File: src/rtl/fzf_pkg.sv
package fzf_pkg;

  // Width of the lower-set index and of one membership degree.
  localparam int unsigned FZF_IDX_W = 3;
  localparam int unsigned FZF_DEG_W = 8;

  // Number of fuzzy sets on one input axis and the number of the top set.
  localparam int unsigned FZF_NUM_SETS = 1 << FZF_IDX_W;
  localparam logic [FZF_IDX_W-1:0] FZF_TOP_SET = FZF_IDX_W'(FZF_NUM_SETS - 1);

  // One table word: lower active set and the degrees for it and its neighbour.
  typedef struct packed {
    logic [FZF_IDX_W-1:0] idx;
    logic [FZF_DEG_W-1:0] deg_lo;
    logic [FZF_DEG_W-1:0] deg_hi;
  } fzf_entry_t;

  localparam int unsigned FZF_ENTRY_W = $bits(fzf_entry_t);

endpackage

File: src/rtl/fzf_table.sv
// Membership storage: one word per crisp value, with a synchronous write
// and an asynchronous read. A read in the write cycle sees the old word.
module fzf_table
  import fzf_pkg::*;
#(
  parameter int unsigned ADDR_W = 8
) (
  input  logic              clk,
  input  logic              wr_en,
  input  logic [ADDR_W-1:0] wr_addr,
  input  fzf_entry_t        wr_entry,
  input  logic [ADDR_W-1:0] rd_addr,
  output fzf_entry_t        rd_entry
);

  localparam int unsigned DEPTH = 1 << ADDR_W;

  fzf_entry_t mem_q [DEPTH];

  // Storage array: written only when enabled, no reset on contents.
  always_ff @(posedge clk) begin
    if (wr_en) begin
      mem_q[wr_addr] <= wr_entry;
    end
  end

  always_comb begin
    rd_entry = mem_q[rd_addr];
  end

endmodule

File: src/rtl/fzf_clip.sv
// Removes the upper-neighbour degree when the lower set is the last one,
// because no set above it exists.
module fzf_clip
  import fzf_pkg::*;
#(
  parameter bit CLIP_TOP = 1'b1
) (
  input  fzf_entry_t raw_entry,
  output fzf_entry_t clean_entry
);

  generate
    if (CLIP_TOP) begin : g_clip
      always_comb begin
        clean_entry = raw_entry;
        if (raw_entry.idx == FZF_TOP_SET) begin
          clean_entry.deg_hi = '0;
        end
      end
    end else begin : g_pass
      always_comb begin
        clean_entry = raw_entry;
      end
    end
  endgenerate

endmodule

File: src/rtl/fzf_out_reg.sv
// Output stage: valid flag tracks the request, data loads only on request.
module fzf_out_reg
  import fzf_pkg::*;
(
  input  logic       clk,
  input  logic       rst_n,
  input  logic       load,
  input  fzf_entry_t d_entry,
  output logic       q_valid,
  output fzf_entry_t q_entry
);

  logic       valid_d;
  fzf_entry_t entry_d;

  // Next-state logic with the clock enable spelled out.
  always_comb begin
    valid_d = load;
    entry_d = q_entry;
    if (load) begin
      entry_d = d_entry;
    end
  end

  always_ff @(posedge clk or negedge rst_n) begin
    if (!rst_n) begin
      q_valid <= 1'b0;
      q_entry <= '0;
    end else begin
      q_valid <= valid_d;
      q_entry <= entry_d;
    end
  end

endmodule

File: src/rtl/fzf_lut_fuzzifier.sv
module fzf_lut_fuzzifier
  import fzf_pkg::*;
#(
  parameter int unsigned CRISP_W  = 8,
  parameter bit          CLIP_TOP = 1'b1
) (
  input  logic                 clk,
  input  logic                 rst_n,
  input  logic                 in_valid,
  input  logic [CRISP_W-1:0]   in_crisp,
  input  logic                 wr_en,
  input  logic [CRISP_W-1:0]   wr_addr,
  input  logic [FZF_IDX_W-1:0] wr_index,
  input  logic [FZF_DEG_W-1:0] wr_deg_lo,
  input  logic [FZF_DEG_W-1:0] wr_deg_hi,
  output logic                 out_valid,
  output logic [FZF_IDX_W-1:0] out_index,
  output logic [FZF_DEG_W-1:0] out_deg_lo,
  output logic [FZF_DEG_W-1:0] out_deg_hi
);

  fzf_entry_t wr_word;
  fzf_entry_t raw_word;
  fzf_entry_t clean_word;
  fzf_entry_t held_word;

  always_comb begin
    wr_word.idx    = wr_index;
    wr_word.deg_lo = wr_deg_lo;
    wr_word.deg_hi = wr_deg_hi;
  end

  fzf_table #(
    .ADDR_W (CRISP_W)
  ) u_table (
    .clk      (clk),
    .wr_en    (wr_en),
    .wr_addr  (wr_addr),
    .wr_entry (wr_word),
    .rd_addr  (in_crisp),
    .rd_entry (raw_word)
  );

  fzf_clip #(
    .CLIP_TOP (CLIP_TOP)
  ) u_clip (
    .raw_entry   (raw_word),
    .clean_entry (clean_word)
  );

  fzf_out_reg u_out (
    .clk     (clk),
    .rst_n   (rst_n),
    .load    (in_valid),
    .d_entry (clean_word),
    .q_valid (out_valid),
    .q_entry (held_word)
  );

  always_comb begin
    out_index  = held_word.idx;
    out_deg_lo = held_word.deg_lo;
    out_deg_hi = held_word.deg_hi;
  end

endmodule

File: config.mk
export PLATFORM = sky130hd
export DESIGN_NAME = fzf_lut_fuzzifier
export DESIGN_NICKNAME = d
export VERILOG_FILES = /design/src/rtl/fzf_pkg.sv /design/src/rtl/fzf_table.sv /design/src/rtl/fzf_clip.sv /design/src/rtl/fzf_out_reg.sv /design/src/rtl/fzf_lut_fuzzifier.sv
export SDC_FILE = /design/constraint.sdc
export NUM_CORES = 2
export LEC_CHECK = 0
export CAP_MARGIN = 20
export CORE_UTILIZATION = 42
export CTS_BUF_LIST = sky130_fd_sc_hd__clkbuf_4
export DETAILED_ROUTE_END_ITERATION = 8
export GPL_ROUTABILITY_DRIVEN = 0
export SLEW_MARGIN = 10
export SYNTH_ARGS = -nofsm -noshare
export SYNTH_HDL_FRONTEND = slang
export SYNTH_MEMORY_MAX_BITS = 65536
export SYNTH_SLANG_ARGS = --single-unit
export TNS_END_PERCENT = 30
File: constraint.sdc
create_clock -name clk -period 6 [get_ports clk]
set_input_delay 1.2 -clock clk [delete_from_list [all_inputs] [get_ports clk]]
set_output_delay 1.2 -clock clk [all_outputs]
set_load 0.005 [all_outputs]
### Word level (Yosys, flattened, before mapping)

Memory sizes are Yosys's and may differ from the RTL's.
Cells that the tools add are included.

* bits in registers: 20
* ROM bits: 0
* latch bits: 0
* RAM bits: 4864
* logic and storage cells: 9
* output and inout bits: 20
* input port bits: 39
* memories: 1

* bitwise operators: 0
* multiplexer cells: 3
* div/mod/pow operators: 0
* shifts and indexed selects: 0
* $add $sub $neg: 0
* reduce and logical (&&, ||, !) cells: 0
* order comparisons: 0
* equality and inequality tests: 1
* $mul: 0

Memory list
* u_table.mem_q: depth 256, width 19, rd ports 1, clocked after memory_dff 0, wr ports 1, RTL line fzf_table.sv:18 `fzf_entry_t mem_q [DEPTH];`

Operator list (number)
* two-way mux 8 bit: 1
* equality test 3 bit, second input constant: 1
* two-way mux 1 bit: 2

### Depth between registers and ports, before layout

An unclocked memory read counts as a cell.

* depth in word-level cells: 3
* depth in mapped cells: 14
* mapped depth without buffers: 7

### Cells and area by module

A second synthesis with hierarchy kept.

* cell total of the unflattened synthesis: 8751
* area, all modules: 189003.8 um^2

By module, submodules not included
* fzf_table: instances 1, area an instance 188077.9 um^2, cells each 8690, sequential area each 146060.1 um^2
* fzf_out_reg: instances 1, area an instance 783.3 um^2, cells each 41, sequential area each 500.5 um^2
* fzf_clip: instances 1, area an instance 142.6 um^2, cells each 20, sequential area each 0.0 um^2

### Worst setup path before layout

No wires, ideal clock.

* path type: input-to-reg
* start point: in in_crisp[0]
* end point: reg u_out.q_entry[10] in the netlist's numbering
* required time: 5.850 ns
* arrival: 3.460 ns
* stages on the path: 11
* path slack: 2.390 ns
* library setup time: 0.150 ns
* path buffers: 5
* path through: buf_6 > buf_12 > buf_8 > buf_6 > buf_2 > mux4_2 > mux4_2 > a22oi_1 > nand2_1 > a21oi_1 > a221oi_1

* longest elaborated chain between the ends: 1

Ends and longest elaborated chain
* start: declaration: RTL line fzf_lut_fuzzifier.sv:10 `input logic [CRISP_W-1:0] in_crisp,`
* memory (256 x 19 bit)
* end signal: assignment: RTL line fzf_out_reg.sv:31 `q_entry <= entry_d;`
* end: declaration: RTL line fzf_out_reg.sv:10 `output fzf_entry_t q_entry`

Every way passes these cells.
A chain may end at the register's enable or synchronous reset.

### Worst setup path in the final report

* start point: reg u_out.q_entry[6] in the netlist's numbering
* end point: out out_deg_hi[6]

RTL lines
* end: declaration: RTL line fzf_lut_fuzzifier.sv:19 `output logic [FZF_DEG_W-1:0] out_deg_hi`

No word-level cell between the ends.

==> impl_metrics.yaml <==
outcome:
  status: "complete, no violations"
clocking:
  clock_path_buffers: 5
  insertion_delay_ns: 1.73
  cts_tree: "yes"
  cts_sinks: 4884
  postCtsResizedCells: 0
  clk_pin_slew_worst_paths_ns: 0.06
  cts-htree-levels: 7
  ctsRootBufferMaster: "clkbuf_4"
  cts_buffers: 1289
critical_path:
  slowest_delay_ns: 0.70
  crit_fanout: 2
  cpLargestDelayFamily: "flip-flops"
  crit_slowest_cell: "dfrtp_1"
  worst-path-buf-inv: 1
  end_kind: "output port"
  cp_data_required_time_ns: 4.80
  crit_chain: "clkdlybuf4s50_1"
  crit_arrival_ns: 3.04
  worstSetupPathType: "reg -> out"
  cp-start-kind: "flip-flop"
placed_design:
  place_inst: 13900
  io_buffers: 58
  place_hpwl_mm: 317
  pre_cts_slack_ns: 0.681
route:
  wl_met3_mm: 51.4
  via_count: 95500
  drc: 0
  firstDrtPassIters: 6
  drt_iter0_markers: 12800
  met2_length_mm: 259
  wl_mm: 539
  routed_via_density: 5.95
  wl_per_cell_microns: 33.6
  detail-route-antenna-nets: 0
  wirelength_met1_mm: 207
  topRoutingLayerUsed: "met5"
sta:
  setup_ws_ns: 1.76
  drv_slew: 0
  slew_headroom: 0.110
  setup_viol: 0
  finalSetupTns_ns: 0
  rsz0062_at_grt: "no"
  skew_ns: 0.218
  finalHoldViolCount: 0
  finalCritPeriodShare: 0.707
  max_slew.worst_pin.slew_ns: 1.34
  fin_crit_ns: 4.24
  fmax_mhz: 236
floorplan:
  core_area_sq_um: 443000
  initial_utilization: 0.423
  io_pins: 59
  fp-row-count: 244
  die_area_sq_um: 449000
  die_h_microns: 670
  die_x_microns: 670
yosys:
  synth-seq-cells: 4884
  netlist_instances: 7884
  yosys_warnings: 0
  synth.avg_cell_area_sq_um: 23.8
  synth_top_area_cell: "edfxtp_1"
  synth_edf_count: 4864
  ys_seq_area_frac: 0.782
  synth.top_cell.area_share: 0.780
  yosys.cell_types.count: 60
  syn_nets: 7923
  synth_area_leaders: "edfxtp_1 78%, mux4_2 16%, mux2i_1 0.92%"
  synthArstFlopShare: 0.00410
  netlist_area_sq_um: 187000
  synthFlopType: "edfxtp_1"
pwr:
  powerDensity_nw_per_um2: 323
  peakVddDrop_uv: 189
  leakage_uw: 0.0678
global_route:
  grt_pass1_wl_mm: 746
  antenna_found_initial: 41
  grt_max_degree: 168
  grt_use_total: 0.239
  gr-total-overflow: 0
  grt_pass1_vias: 97500
job:
  maxCapViolCount: 0
layout:
  drive_above_1_share: 0.407
  fin_cells: 16100
  nNetsFinal: 9392
  area_delta_synth_final_pct: 14.1
  fillerInstances: 36000
worst_hold_path:
  hp-class: "in -> reg"
## sequential cells by signal, indices dropped and copies added (netlist names)
name           flops
u_out.q_valid      1
u_out.q_entry     19
u_table.mem_q   4864
## Yosys cell counts (14+ instances only)
library cell and number:
a21oi_1 90, a221oi_1 36, a22oi_1 215, buf_1 23, buf_2 136, buf_4 106, buf_6 50, clkbuf_1 132
dfrtp_1 20, edfxtp_1 4864, mux2_2 18, mux2i_1 173, mux4_2 1346, nand2_1 127, nand3_1 56, nand4_1 14
nor2_1 295, nor2b_1 23, o21ai_0 17
## logic make-up (layout without fill, tap and decap cells)
kind of cell / count (synthesis) / in the layout / share of synthesized area
multiplexers: 1545 / 1545 / 0.173
AO/OA/AOI/OAI: 432 / 432 / 0.0166
AND/OR/NAND/NOR: 564 / 564 / 0.0129
buffers and inverters: 459 / 2694 / 0.0149
other: 0 / 39 / 0
flip-flops: 4884 / 4884 / 0.782
## layer usage
| metal | track usage | vias to the layer above |
|---|---|---|
| li1 | - | 37700 |
| met1 | 0.319 | 51300 |
| met2 | 0.376 | 5560 |
| met3 | 0.0550 | 915 |
| met4 | 0.112 | 12 |
| met5 | 0 | - |
## cell type report
class                           instances  area (sq um)  area share
Sequential cell                      4884        147000       0.686
Multi-Input combinational cell       2541         38800       0.181
Clock buffer                         1811         13600      0.0636
Tap cell                             5904          7390      0.0346
Timing Repair Buffer                  634          5850      0.0274
Clock inverter                        246          1470     0.00689
Antenna cell                           39          97.6    0.000457
Inverter                                3          13.8   0.0000644
## where the power goes
part | internal (uW) | switching (uW)
clock network | 14600 | 13000
logic | 1320 | 2420
registers | 37600 | 94.4
total | 53500 | 15500
## cells in the final DEF (no fill, tap or decap), drive strengths merged, types with 23 or more instances in the layout
cell type      synthesis  layout
a21oi                 90      90
mux4                1354    1354
clkbuf               132    1816
nor2                 295     295
edfxtp              4864    4864
a22oi                215     215
nor2b                 23      23
diode                  0      39
nand2                127     127
buf                  324     581
clkinv                 0     197
clkdlybuf4s50          0      31
inv                    3      25
mux2i                173     173
a221oi                36      36
nand3                 56      56
## final timing paths
kind | start | end | slack, ns | cells past startpoint
hold reg to reg | u_out.q_entry[8] | u_out.q_entry[8] | 0.65 | 2
max in group asynchronous | rst_n | u_out.q_entry[16] | 5.21 | 3
min in group asynchronous | rst_n | u_out.q_entry[3] | 0.45 | 3
setup / recovery | u_out.q_entry[6] | out_deg_hi[6] | 1.76 | 1
setup reg to reg | u_table.mem_q[124][10] | u_out.q_entry[10] | 2.82 | 6
hold / removal | wr_deg_hi[5] | u_table.mem_q[159][5] | 0.22 | 1
## what timing repair did
| item | in CTS | in global routing |
|---|---|---|
| setup buffers | 0 | 0 |
| hold buffers | 17 | 0 |
| hold endpoints to repair | 650 | 0 |
## through the flow
step                 util  hold WS, ns  total power [uW]  cell area (sq um)
floorplan               -        0.477             40200             187000
global placement    0.448        0.629             42100             198000
detailed placement  0.448        0.639             42200             198000
CTS                 0.482       0.0103             69500             214000
global route        0.482        0.136             71200             214000
finish              0.483        0.217             69000             214000
(Power assumes the default switching activity.)
